## config.mk

```make
export PLATFORM = sky130hd
export DESIGN_NAME = edge_stamp_capture
export DESIGN_NICKNAME = d
export VERILOG_FILES = /design/src/rtl/edge_stamp_pkg.sv /design/src/rtl/esc_edge_sync.sv /design/src/rtl/esc_timebase.sv /design/src/rtl/esc_fifo.sv /design/src/rtl/esc_irq.sv /design/src/rtl/edge_stamp_capture.sv
export SDC_FILE = /design/constraint.sdc
export NUM_CORES = 1
export LEC_CHECK = 0
export BUFFER_PORTS_ARGS = -buffer_cell sky130_fd_sc_hd__buf_2
export CAP_MARGIN = 15
export CORE_MARGIN = 2
export CORE_UTILIZATION = 58
export CTS_BUF_LIST = sky130_fd_sc_hd__clkbuf_8
export CTS_CLUSTER_SIZE = 10
export DETAILED_ROUTE_END_ITERATION = 6
export PLACE_DENSITY = 0.78
export SKIP_CTS_REPAIR_TIMING = 1
export SLEW_MARGIN = 0
export SYNTH_ARGS = -nofsm -noshare
export SYNTH_HDL_FRONTEND = slang
export SYNTH_HIERARCHICAL = 1
export SYNTH_SLANG_ARGS = --single-unit
```

## constraint.sdc

```tcl
create_clock -name clk -period 4.5 [get_ports clk]
set_clock_uncertainty 0.15 [all_clocks]
set_input_delay 0.225 -clock clk [delete_from_list [all_inputs] [get_ports clk]]
set_output_delay 0.225 -clock clk [all_outputs]
set_load 0.005 [all_outputs]
```

## src/rtl/edge_stamp_pkg.sv

```systemverilog
package edge_stamp_pkg;
  // Synchronised edge events presented to the capture control.
  typedef struct packed {
    logic rise;
    logic fall;
  } edge_pair_t;

  // Capture qualification for one cycle.
  function automatic logic capture_hit(input edge_pair_t e, input logic both);
    return e.rise | (both & e.fall);
  endfunction
endpackage

```

## src/rtl/esc_edge_sync.sv

```systemverilog
module esc_edge_sync
  import edge_stamp_pkg::*;
#(
  parameter int STAGES = 2
) (
  input  logic       clk,
  input  logic       rst_n,
  input  logic       sig,
  output edge_pair_t edges
);
  localparam int LAST = STAGES - 1;

  logic [STAGES-1:0] chain;
  logic              prev_q;

  generate
    if (STAGES < 2) begin : g_bad
      initial $error("esc_edge_sync needs at least two stages");
    end
  endgenerate

  // Metastability chain: stage 0 samples the raw pin.
  generate
    for (genvar i = 0; i < STAGES; i++) begin : g_stage
      if (i == 0) begin : g_first
        always_ff @(posedge clk or negedge rst_n) begin
          if (!rst_n) chain[0] <= 1'b0;
          else        chain[0] <= sig;
        end
      end else begin : g_next
        always_ff @(posedge clk or negedge rst_n) begin
          if (!rst_n) chain[i] <= 1'b0;
          else        chain[i] <= chain[i-1];
        end
      end
    end
  endgenerate

  always_ff @(posedge clk or negedge rst_n) begin
    if (!rst_n) prev_q <= 1'b0;
    else        prev_q <= chain[LAST];
  end

  always_comb begin
    edges.rise = chain[LAST] & ~prev_q;
    edges.fall = ~chain[LAST] & prev_q;
  end
endmodule

```

## src/rtl/esc_timebase.sv

```systemverilog
module esc_timebase #(
  parameter int TS_W  = 32,
  parameter int DIV_W = 5
) (
  input  logic             clk,
  input  logic             rst_n,
  input  logic             clear,
  input  logic             run,
  input  logic [DIV_W-1:0] k,
  output logic [TS_W-1:0]  ts
);
  localparam int PRE_W = 1 << DIV_W;
  localparam logic [PRE_W-1:0] ONE = {{(PRE_W-1){1'b0}}, 1'b1};

  logic [PRE_W-1:0] pre_q;
  logic [PRE_W-1:0] mask;
  logic             tick;

  // Low k bits all ones marks the last cycle of each 2^k window.
  always_comb begin
    mask = (ONE << k) - ONE;
    tick = run && ((pre_q & mask) == mask);
  end

  always_ff @(posedge clk or negedge rst_n) begin
    if (!rst_n) begin
      pre_q <= '0;
      ts    <= '0;
    end else if (clear) begin
      pre_q <= '0;
      ts    <= '0;
    end else if (run) begin
      pre_q <= pre_q + ONE;
      if (tick) ts <= ts + {{(TS_W-1){1'b0}}, 1'b1};
    end
  end
endmodule

```

## src/rtl/esc_fifo.sv

```systemverilog
module esc_fifo #(
  parameter int  W     = 32,
  parameter int  DEPTH = 8,
  localparam int CNT_W = $clog2(DEPTH + 1)
) (
  input  logic             clk,
  input  logic             rst_n,
  input  logic             flush,
  input  logic             push,
  input  logic [W-1:0]     din,
  input  logic             out_ready,
  output logic             out_valid,
  output logic [W-1:0]     out_data,
  output logic [CNT_W-1:0] count,
  output logic             push_ok,
  output logic             pop_ok
);
  localparam int PTR_W = (DEPTH > 1) ? $clog2(DEPTH) : 1;
  localparam logic [PTR_W-1:0] LAST_P = PTR_W'(DEPTH - 1);
  localparam logic [CNT_W-1:0] FULL_C = CNT_W'(DEPTH);

  logic [W-1:0]     mem [DEPTH];
  logic [PTR_W-1:0] wptr_q, rptr_q;
  logic [CNT_W-1:0] cnt_q;
  logic             full;

  function automatic logic [PTR_W-1:0] adv(input logic [PTR_W-1:0] p);
    return (p == LAST_P) ? '0 : p + PTR_W'(1);
  endfunction

  always_comb begin
    full      = (cnt_q == FULL_C);
    out_valid = (cnt_q != '0);
    out_data  = out_valid ? mem[rptr_q] : '0;
    // A full queue refuses a write even when a read drains it this cycle.
    push_ok   = push && !full && !flush;
    pop_ok    = out_valid && out_ready && !flush;
    count     = cnt_q;
  end

  always_ff @(posedge clk or negedge rst_n) begin
    if (!rst_n) begin
      wptr_q <= '0;
      rptr_q <= '0;
      cnt_q  <= '0;
    end else if (flush) begin
      wptr_q <= '0;
      rptr_q <= '0;
      cnt_q  <= '0;
    end else begin
      if (push_ok) wptr_q <= adv(wptr_q);
      if (pop_ok)  rptr_q <= adv(rptr_q);
      unique case ({push_ok, pop_ok})
        2'b10:   cnt_q <= cnt_q + CNT_W'(1);
        2'b01:   cnt_q <= cnt_q - CNT_W'(1);
        default: cnt_q <= cnt_q;
      endcase
    end
  end

  always_ff @(posedge clk) begin
    if (push_ok) mem[wptr_q] <= din;
  end
endmodule

```

## src/rtl/esc_irq.sv

```systemverilog
module esc_irq #(
  parameter int THR_W = 3,
  parameter int CNT_W = 4
) (
  input  logic             clk,
  input  logic             rst_n,
  input  logic             push_ok,
  input  logic             pop_ok,
  input  logic [CNT_W-1:0] count,
  input  logic [THR_W-1:0] thr_code,
  input  logic             clr_entry,
  input  logic             clr_crit,
  output logic             irq_entry,
  output logic             irq_crit
);
  logic [CNT_W:0] level_after;
  logic [THR_W:0] thr_n;
  logic           crit_hit;

  always_comb begin
    level_after = {1'b0, count} + (CNT_W+1)'(!pop_ok);
    thr_n       = {1'b0, thr_code} + (THR_W+1)'(1);
    crit_hit    = push_ok && (32'(level_after) >= 32'(thr_n));
  end

  // Set has priority over the clear pulse.
  always_ff @(posedge clk or negedge rst_n) begin
    if (!rst_n) begin
      irq_entry <= 1'b0;
      irq_crit  <= 1'b0;
    end else begin
      if (push_ok)        irq_entry <= 1'b1;
      else if (clr_entry) irq_entry <= 1'b0;
      if (crit_hit)       irq_crit  <= 1'b1;
      else if (clr_crit)  irq_crit  <= 1'b0;
    end
  end
endmodule

```

## src/rtl/edge_stamp_capture.sv

```systemverilog
module edge_stamp_capture
  import edge_stamp_pkg::*;
#(
  parameter int TS_W        = 32,
  parameter int DEPTH       = 8,
  parameter int DIV_W       = 5,
  parameter int THR_W       = 3,
  parameter int SYNC_STAGES = 2
) (
  input  logic             clk,
  input  logic             rst_n,
  input  logic             enable,
  input  logic             capture_sel,
  input  logic             both_edges,
  input  logic [DIV_W-1:0] div_exp,
  input  logic [THR_W-1:0] thr_code,
  input  logic             sig_in,
  output logic             rd_valid,
  input  logic             rd_ready,
  output logic [TS_W-1:0]  rd_data,
  output logic             fifo_empty,
  output logic             overflow,
  output logic             irq_entry,
  output logic             irq_crit,
  input  logic             irq_clr_entry,
  input  logic             irq_clr_crit
);
  localparam int CNT_W = $clog2(DEPTH + 1);

  edge_pair_t       edges;
  logic             run;
  logic             capture;
  logic [TS_W-1:0]  ts;
  logic [CNT_W-1:0] count;
  logic             push_ok, pop_ok;
  logic             ovf_q;

  esc_edge_sync #(.STAGES(SYNC_STAGES)) u_sync (
    .clk   (clk),
    .rst_n (rst_n),
    .sig   (sig_in),
    .edges (edges)
  );

  always_comb begin
    run     = enable && capture_sel;
    capture = run && capture_hit(edges, both_edges);
  end

  esc_timebase #(.TS_W(TS_W), .DIV_W(DIV_W)) u_tb (
    .clk   (clk),
    .rst_n (rst_n),
    .clear (!enable),
    .run   (run),
    .k     (div_exp),
    .ts    (ts)
  );

  esc_fifo #(.W(TS_W), .DEPTH(DEPTH)) u_fifo (
    .clk       (clk),
    .rst_n     (rst_n),
    .flush     (!enable),
    .push      (capture),
    .din       (ts),
    .out_ready (rd_ready),
    .out_valid (rd_valid),
    .out_data  (rd_data),
    .count     (count),
    .push_ok   (push_ok),
    .pop_ok    (pop_ok)
  );

  esc_irq #(.THR_W(THR_W), .CNT_W(CNT_W)) u_irq (
    .clk       (clk),
    .rst_n     (rst_n),
    .push_ok   (push_ok),
    .pop_ok    (pop_ok),
    .count     (count),
    .thr_code  (thr_code),
    .clr_entry (irq_clr_entry),
    .clr_crit  (irq_clr_crit),
    .irq_entry (irq_entry),
    .irq_crit  (irq_crit)
  );

  // Sticky drop flag, cleared only by disabling.
  always_ff @(posedge clk or negedge rst_n) begin
    if (!rst_n)                  ovf_q <= 1'b0;
    else if (!enable)            ovf_q <= 1'b0;
    else if (capture && !push_ok) ovf_q <= 1'b1;
  end

  always_comb begin
    overflow   = ovf_q;
    fifo_empty = (count == '0);
  end
endmodule

```

# ---- Yosys cells after proc, flatten, opt, wreduce, memory -nomap -nowiden
# Memories as Yosys holds them, arrays and structs flattened.
# Index checks and enable logic that the tools add are counted.
dict set report word_totals {
  regBits 80
  mem_bits_rw 256
  in_bits 17
  out_inout_bits 37
  elab_cells 81
  memories 1
}
dict set report op_classes {
  n_addsub 9
  order_cmp 1
  eq_ne 12
  shifts 1
  muxes 22
  bitwise_logic 7
  reduce_logical 17
}
# name depth word_bits rd rd_clocked_by_memory_dff write_ports line
set memory_table {}
lappend memory_table {u_fifo.mem 8 32 1 0 1 esc_fifo.sv:22} ;# logic [W-1:0] mem [DEPTH];
# cell n
set op_table {}
lappend op_table {{32-bit two-way mux} 6}
lappend op_table {{32-bit by 1-bit adder with 32-bit output, second input constant} 2}
lappend op_table {{32-bit bitwise AND} 1}
lappend op_table {{32-bit equality test} 1}
lappend op_table {{1-bit by 5-bit left shift with 32-bit output, first input constant} 1}
lappend op_table {{32-bit by 1-bit subtractor with 32-bit output, second input constant} 1}
lappend op_table {{3-bit two-way mux} 6}
lappend op_table {{2-bit by 1-bit inequality test with 1-bit output, second input constant} 5}
lappend op_table {{1-bit logical AND} 9}
lappend op_table {{1-bit two-way mux} 8}
lappend op_table {{4-bit one-hot mux with 2 select lines} 1}
lappend op_table {{3-bit by 1-bit adder with 3-bit output, second input constant} 2}
lappend op_table {{3-bit equality test, second input constant} 2}
lappend op_table {{4-bit by 1-bit adder with 5-bit output} 1}
lappend op_table {{5-bit by 4-bit >= comparator with 1-bit output} 1}
lappend op_table {{3-bit by 1-bit adder with 4-bit output, second input constant} 1}
lappend op_table {{4-bit by 1-bit adder with 4-bit output, second input constant} 1}
lappend op_table {{4-bit equality test, second input constant} 1}
lappend op_table {{4-bit zero test} 1}
lappend op_table {{4-bit two-way mux} 1}
lappend op_table {{2-bit nonzero test} 2}
lappend op_table {{4-bit nonzero test} 1}
lappend op_table {{4-bit by 1-bit subtractor with 4-bit output, second input constant} 1}
lappend op_table {{1-bit bitwise AND} 3}
lappend op_table {{other kinds (7)} 10}

# ---- Depth between registers and ports, before layout
dict set report depth {
  depth_word 11
  depth_mapped 16
  mapped_depth_nobuf 11
}

# ---- Cells and area by module
# The synthesis kept the hierarchy.
# module instances cells_each area_per_inst_um2 seq_area_each_um2
set by_module_without_submodules {}
lappend by_module_without_submodules {esc_fifo 1 483 10378.7 7937.6}
lappend by_module_without_submodules {esc_timebase 1 464 4098.9 1576.5}
lappend by_module_without_submodules {esc_irq 1 28 250.2 50.0}
lappend by_module_without_submodules {esc_edge_sync 1 5 90.1 75.1}
lappend by_module_without_submodules {edge_stamp_capture 1 9 70.1 25.0}

# ---- Worst setup path before layout
# OpenSTA, ideal clock, no wires.
dict set report synth_path {
  path_kind {reg-to-reg}
  from {reg u_sync.chain[1]}
  to {mem u_fifo.mem[1][0], enable pin}
  setup_time_ns 0.461
  t_arrival_ns 3.816
  required_time_ns 3.889
  setup_slack_ns 0.073
  path_stages_with_launch 8
  n_path_buf 0
  period_less_slack_ns 4.427
  path_cell_list {dfrtp_1 > and2b_2 > a21oi_1 > nor2_1 > nand2_1 > nor2_1 > nand2_1 > nor3_1}
}
# element line
set synth_rtl {}
lappend synth_rtl {{start: declaration} esc_edge_sync.sv:13} ;# logic [STAGES-1:0] chain;
lappend synth_rtl {{start signal: indexed assignment} esc_edge_sync.sv:33} ;# else chain[i] <= chain[i-1];
lappend synth_rtl {{end: declaration} esc_fifo.sv:22}

==> reports/metrics.cfg <==
[route]
first_pass_iters=5
via_per_inst=6.16
avgRoutedWirePerCell_um=20.7
route.vias.total=8871
routed_wire_length_um=29800
antenna_left=0
drc=0
drt_first_iter_violations=806

[cells_and_area]
final.fill_count=1745
final_nets=1098
flow.area_growth_from_synthesis_pct=11.5
sequential_cell_area_in_the_final_layout_um2=9670
multi_input_area_um2=4890
drive_above_1_share_pct=21.4
finalNonFillerCells=1439
final_cell_area_um2=16600
diodes=0

[logic_synthesis]
area_share_of_xor_xnor_cells_in_the_synthesized_design_pct=2.29
synth_enable_flop_cells=256
post_synth_fa_ha_maj_area_fraction_pct=1.26
synth_most_common_cell=edfxtp_1
synth_simple_gate_area_share_pct=10.7
compound_cell_area_share_of_the_yosys_netlist_pct=6.03
syn_nets=1021
synth_cell_types=74
synth_async_sr_flop_share_pct=23.6
synth_area_per_cell_um2=15.1
synthDominantAreaCellType=edfxtp_1
post_synth_most_frequent_cells=edfxtp_1, nor2_1, dfrtp_1
synth_top_family_by_area=multiplexers
synthMuxAreaShare_pct=12.2
ys_seq_elements=335
synth_ff_type=edfxtp_1
post_syn_instances=989
post_synth_main_area_contributors=edfxtp_1, dfrtp_1, mux4_2
synth.top_cell.area_share_pct=51.6
synth-seq-area-share_pct=64.9
synth_area_um2=14900
yosysWarnings=6

[sta]
setup_total_negative_slack_ns=0
fin_worst_hold_slack_ns=0.0623
slew_violations=0
timing.max_slew.rel_slack_pct=34.1
setup-violations-final=0
max_freq_ghz=0.298
worst-slew-pin-transition_ns=0.980
post-route-min-period_ns=3.35
final_min_period_over_clock_period_pct=74.5
rsz_0062_raised_after_global_routing=no
final_hold_viol_count=0

[setup_path]
r2r.worst_path.cells=8
timing.critical_path.required_ns=4.54
crit_end_category=register
critPathMaxFanout=32
worst-setup-path-type=reg -> reg
critical_path_arrival_ns=3.39
crit_path_start_kind=register

[place]
placement.cell_area_um2=15500
final_hpwl_from_detailed_placement_um=17600
port_buffers=53
dp_cells=1332
finalWeightedCongestion=0.905

[global_routing]
grt.overflow.total=0
antenna_found_initial=0
grt_max_degree=69
grt_pass1_vias=8717
grt_use_total_pct=22.9
wire_length_of_the_first_global_routing_pass_um=47300

[power_and_ir_drop]
ir_worst_vdd_v=0.000216
power.clock.fraction_pct=38.7
pwrdens_nw_per_um2=369
combinationalPowerShare_pct=6.7
cell_internal_pwr_mw=4.74
power.sequential.fraction_pct=54.6
p_leak_nw=6.42
net-switching-power_mw=1.40
sw_frac_of_total_pct=22.8

[clocking]
number_of_buffers_added_by_the_clock_tree_synthesis_step=53
cts.path.max_buffers=3
tritoncts=built
cts_root_buffer=clkbuf_8
cts.reportedPaths.clkPinSlew_ns=0.06
ctsHtreeMaxLevel=2
tritoncts_num_sinks=335
latest_clock_arrival_within_the_worst_skew_pair_ns=0.57

[run]
drv_cap=0

[floorplanning]
num_io_pins=54
die_height_um=164
start_util_pct=59.1
row_count=58
design.core.area_um2=25200
total_die_area_um2=27000
die_w_um=164

[min_path]
hp-class=in -> reg
whs_path_depth=5

[run_status]
status=completed

-- cells in the final DEF (no fill, tap or decap), types with 4 or more instances in the layout --
cell type and instances:
a2111oi_0 4, a21o_1 4, a21oi_1 46, a31oi_1 5
and3_1 13, and4_1 7, buf_12 4, buf_2 52
buf_4 18, clkbuf_8 61, clkinv_1 8, clkinv_2 5
dfrtp_1 76, dlygate4sd3_1 8, edfxtp_1 256, ha_1 15
inv_1 37, mux2i_1 37, mux4_2 64, nand2_1 34
nand2b_1 9, nand3_1 31, nand4_1 18, nor2_1 85
nor2_4 6, nor2b_1 6, nor3_1 9, nor4_1 4
o21ai_0 19, o31ai_1 30, or3_1 10, or4_1 29
xnor2_1 13, xor2_1 24
-- sequential cells by signal (all words and copies together) (netlist names) --
signal           flops
u_tb/pre_q          31
u_fifo/rptr_q        3
u_tb/ts             32
u_fifo/mem         256
u_sync/prev_q        1
u_fifo/count         4
u_irq/irq_entry      1
u_irq/irq_crit       1
u_fifo/wptr_q        3
u_sync/chain         2
overflow             1
-- worst max-delay path, stage by stage (launching register included) --
cell     delay [ns]
dfrtp_1        0.38
and2b_2        0.21
a21oi_1        0.07
nor2_1         0.38
nand2_1        0.34
nor2_1         0.40
nand2_1        0.31
nor3_2         0.19
buf_4          0.50
-- final cells by class --
class / count / share of cell area (%)
Clock buffer: 61 / 5.06
Clock inverter: 37 / 0.965
Inverter: 17 / 0.385
Multi-Input combinational cell: 577 / 29.5
Sequential cell: 335 / 58.3
Tap cell: 330 / 2.49
Timing Repair Buffer: 82 / 3.35
-- path summary, 6_finish.rpt --
| path | from | to | slack, ns |
|---|---|---|---|
| max in group asynchronous | rst_n | u_tb/ts[5]$_DFFE_PN0P_ | 2.90 |
| max reg2reg | u_sync/chain[1]$_DFF_PN0_ | u_fifo/mem[1][10]$_DFFE_PP_ | 1.15 |
| min reg2reg | u_sync/chain[0]$_DFF_PN0_ | u_sync/chain[1]$_DFF_PN0_ | 0.20 |
| min | capture_sel | u_tb/pre_q[0]$_DFFE_PN0P_ | 0.06 |
| max | u_sync/chain[1]$_DFF_PN0_ | u_fifo/mem[1][10]$_DFFE_PP_ | 1.15 |
| min in group asynchronous | rst_n | u_tb/pre_q[3]$_DFFE_PN0P_ | 0.51 |
-- power by group through the flow --
stage	sequential, mW	clock, mW	combinational (mW)
4_1_cts	3.35	2.42	0.407
5_1_grt	3.35	2.55	0.455
3_3_place_gp	3.41	0	0.400
6_report	3.35	2.37	0.409
3_5_place_dp	3.42	0	0.406
2_1_floorplan	3.38	0	0.315
-- layer usage --
metal	track usage [%]	up-vias	part of all wire, %	routed length, um
met5	0	-	0	0
li1	-	4051	-	-
met3	3.86	56	5.2	1550
met2	38.7	272	51	15100
met4	6.90	0	2.7	803
met1	30.8	4492	42	12400
-- stage by stage --
stage	worst slack (ns)	power [mW]	util, %
finish	1.15	6.13	65.9
global route	0.777	6.36	65.9
CTS	1.15	6.18	65.5
detailed placement	0.625	3.82	61.5
global placement	0.708	3.81	61.5
floorplan	0.0734	3.70	-
-- kinds of logic after synthesis --
group,Yosys count
DFF,335
and+or+nand+nor,288
AOI/OAI and AO/OA,134
muxes,102
buffers and inverters,77
xor gates and xnor gates,38
adders and majority gates,15
No activity file was read; power rests on OpenSTA's default activity.
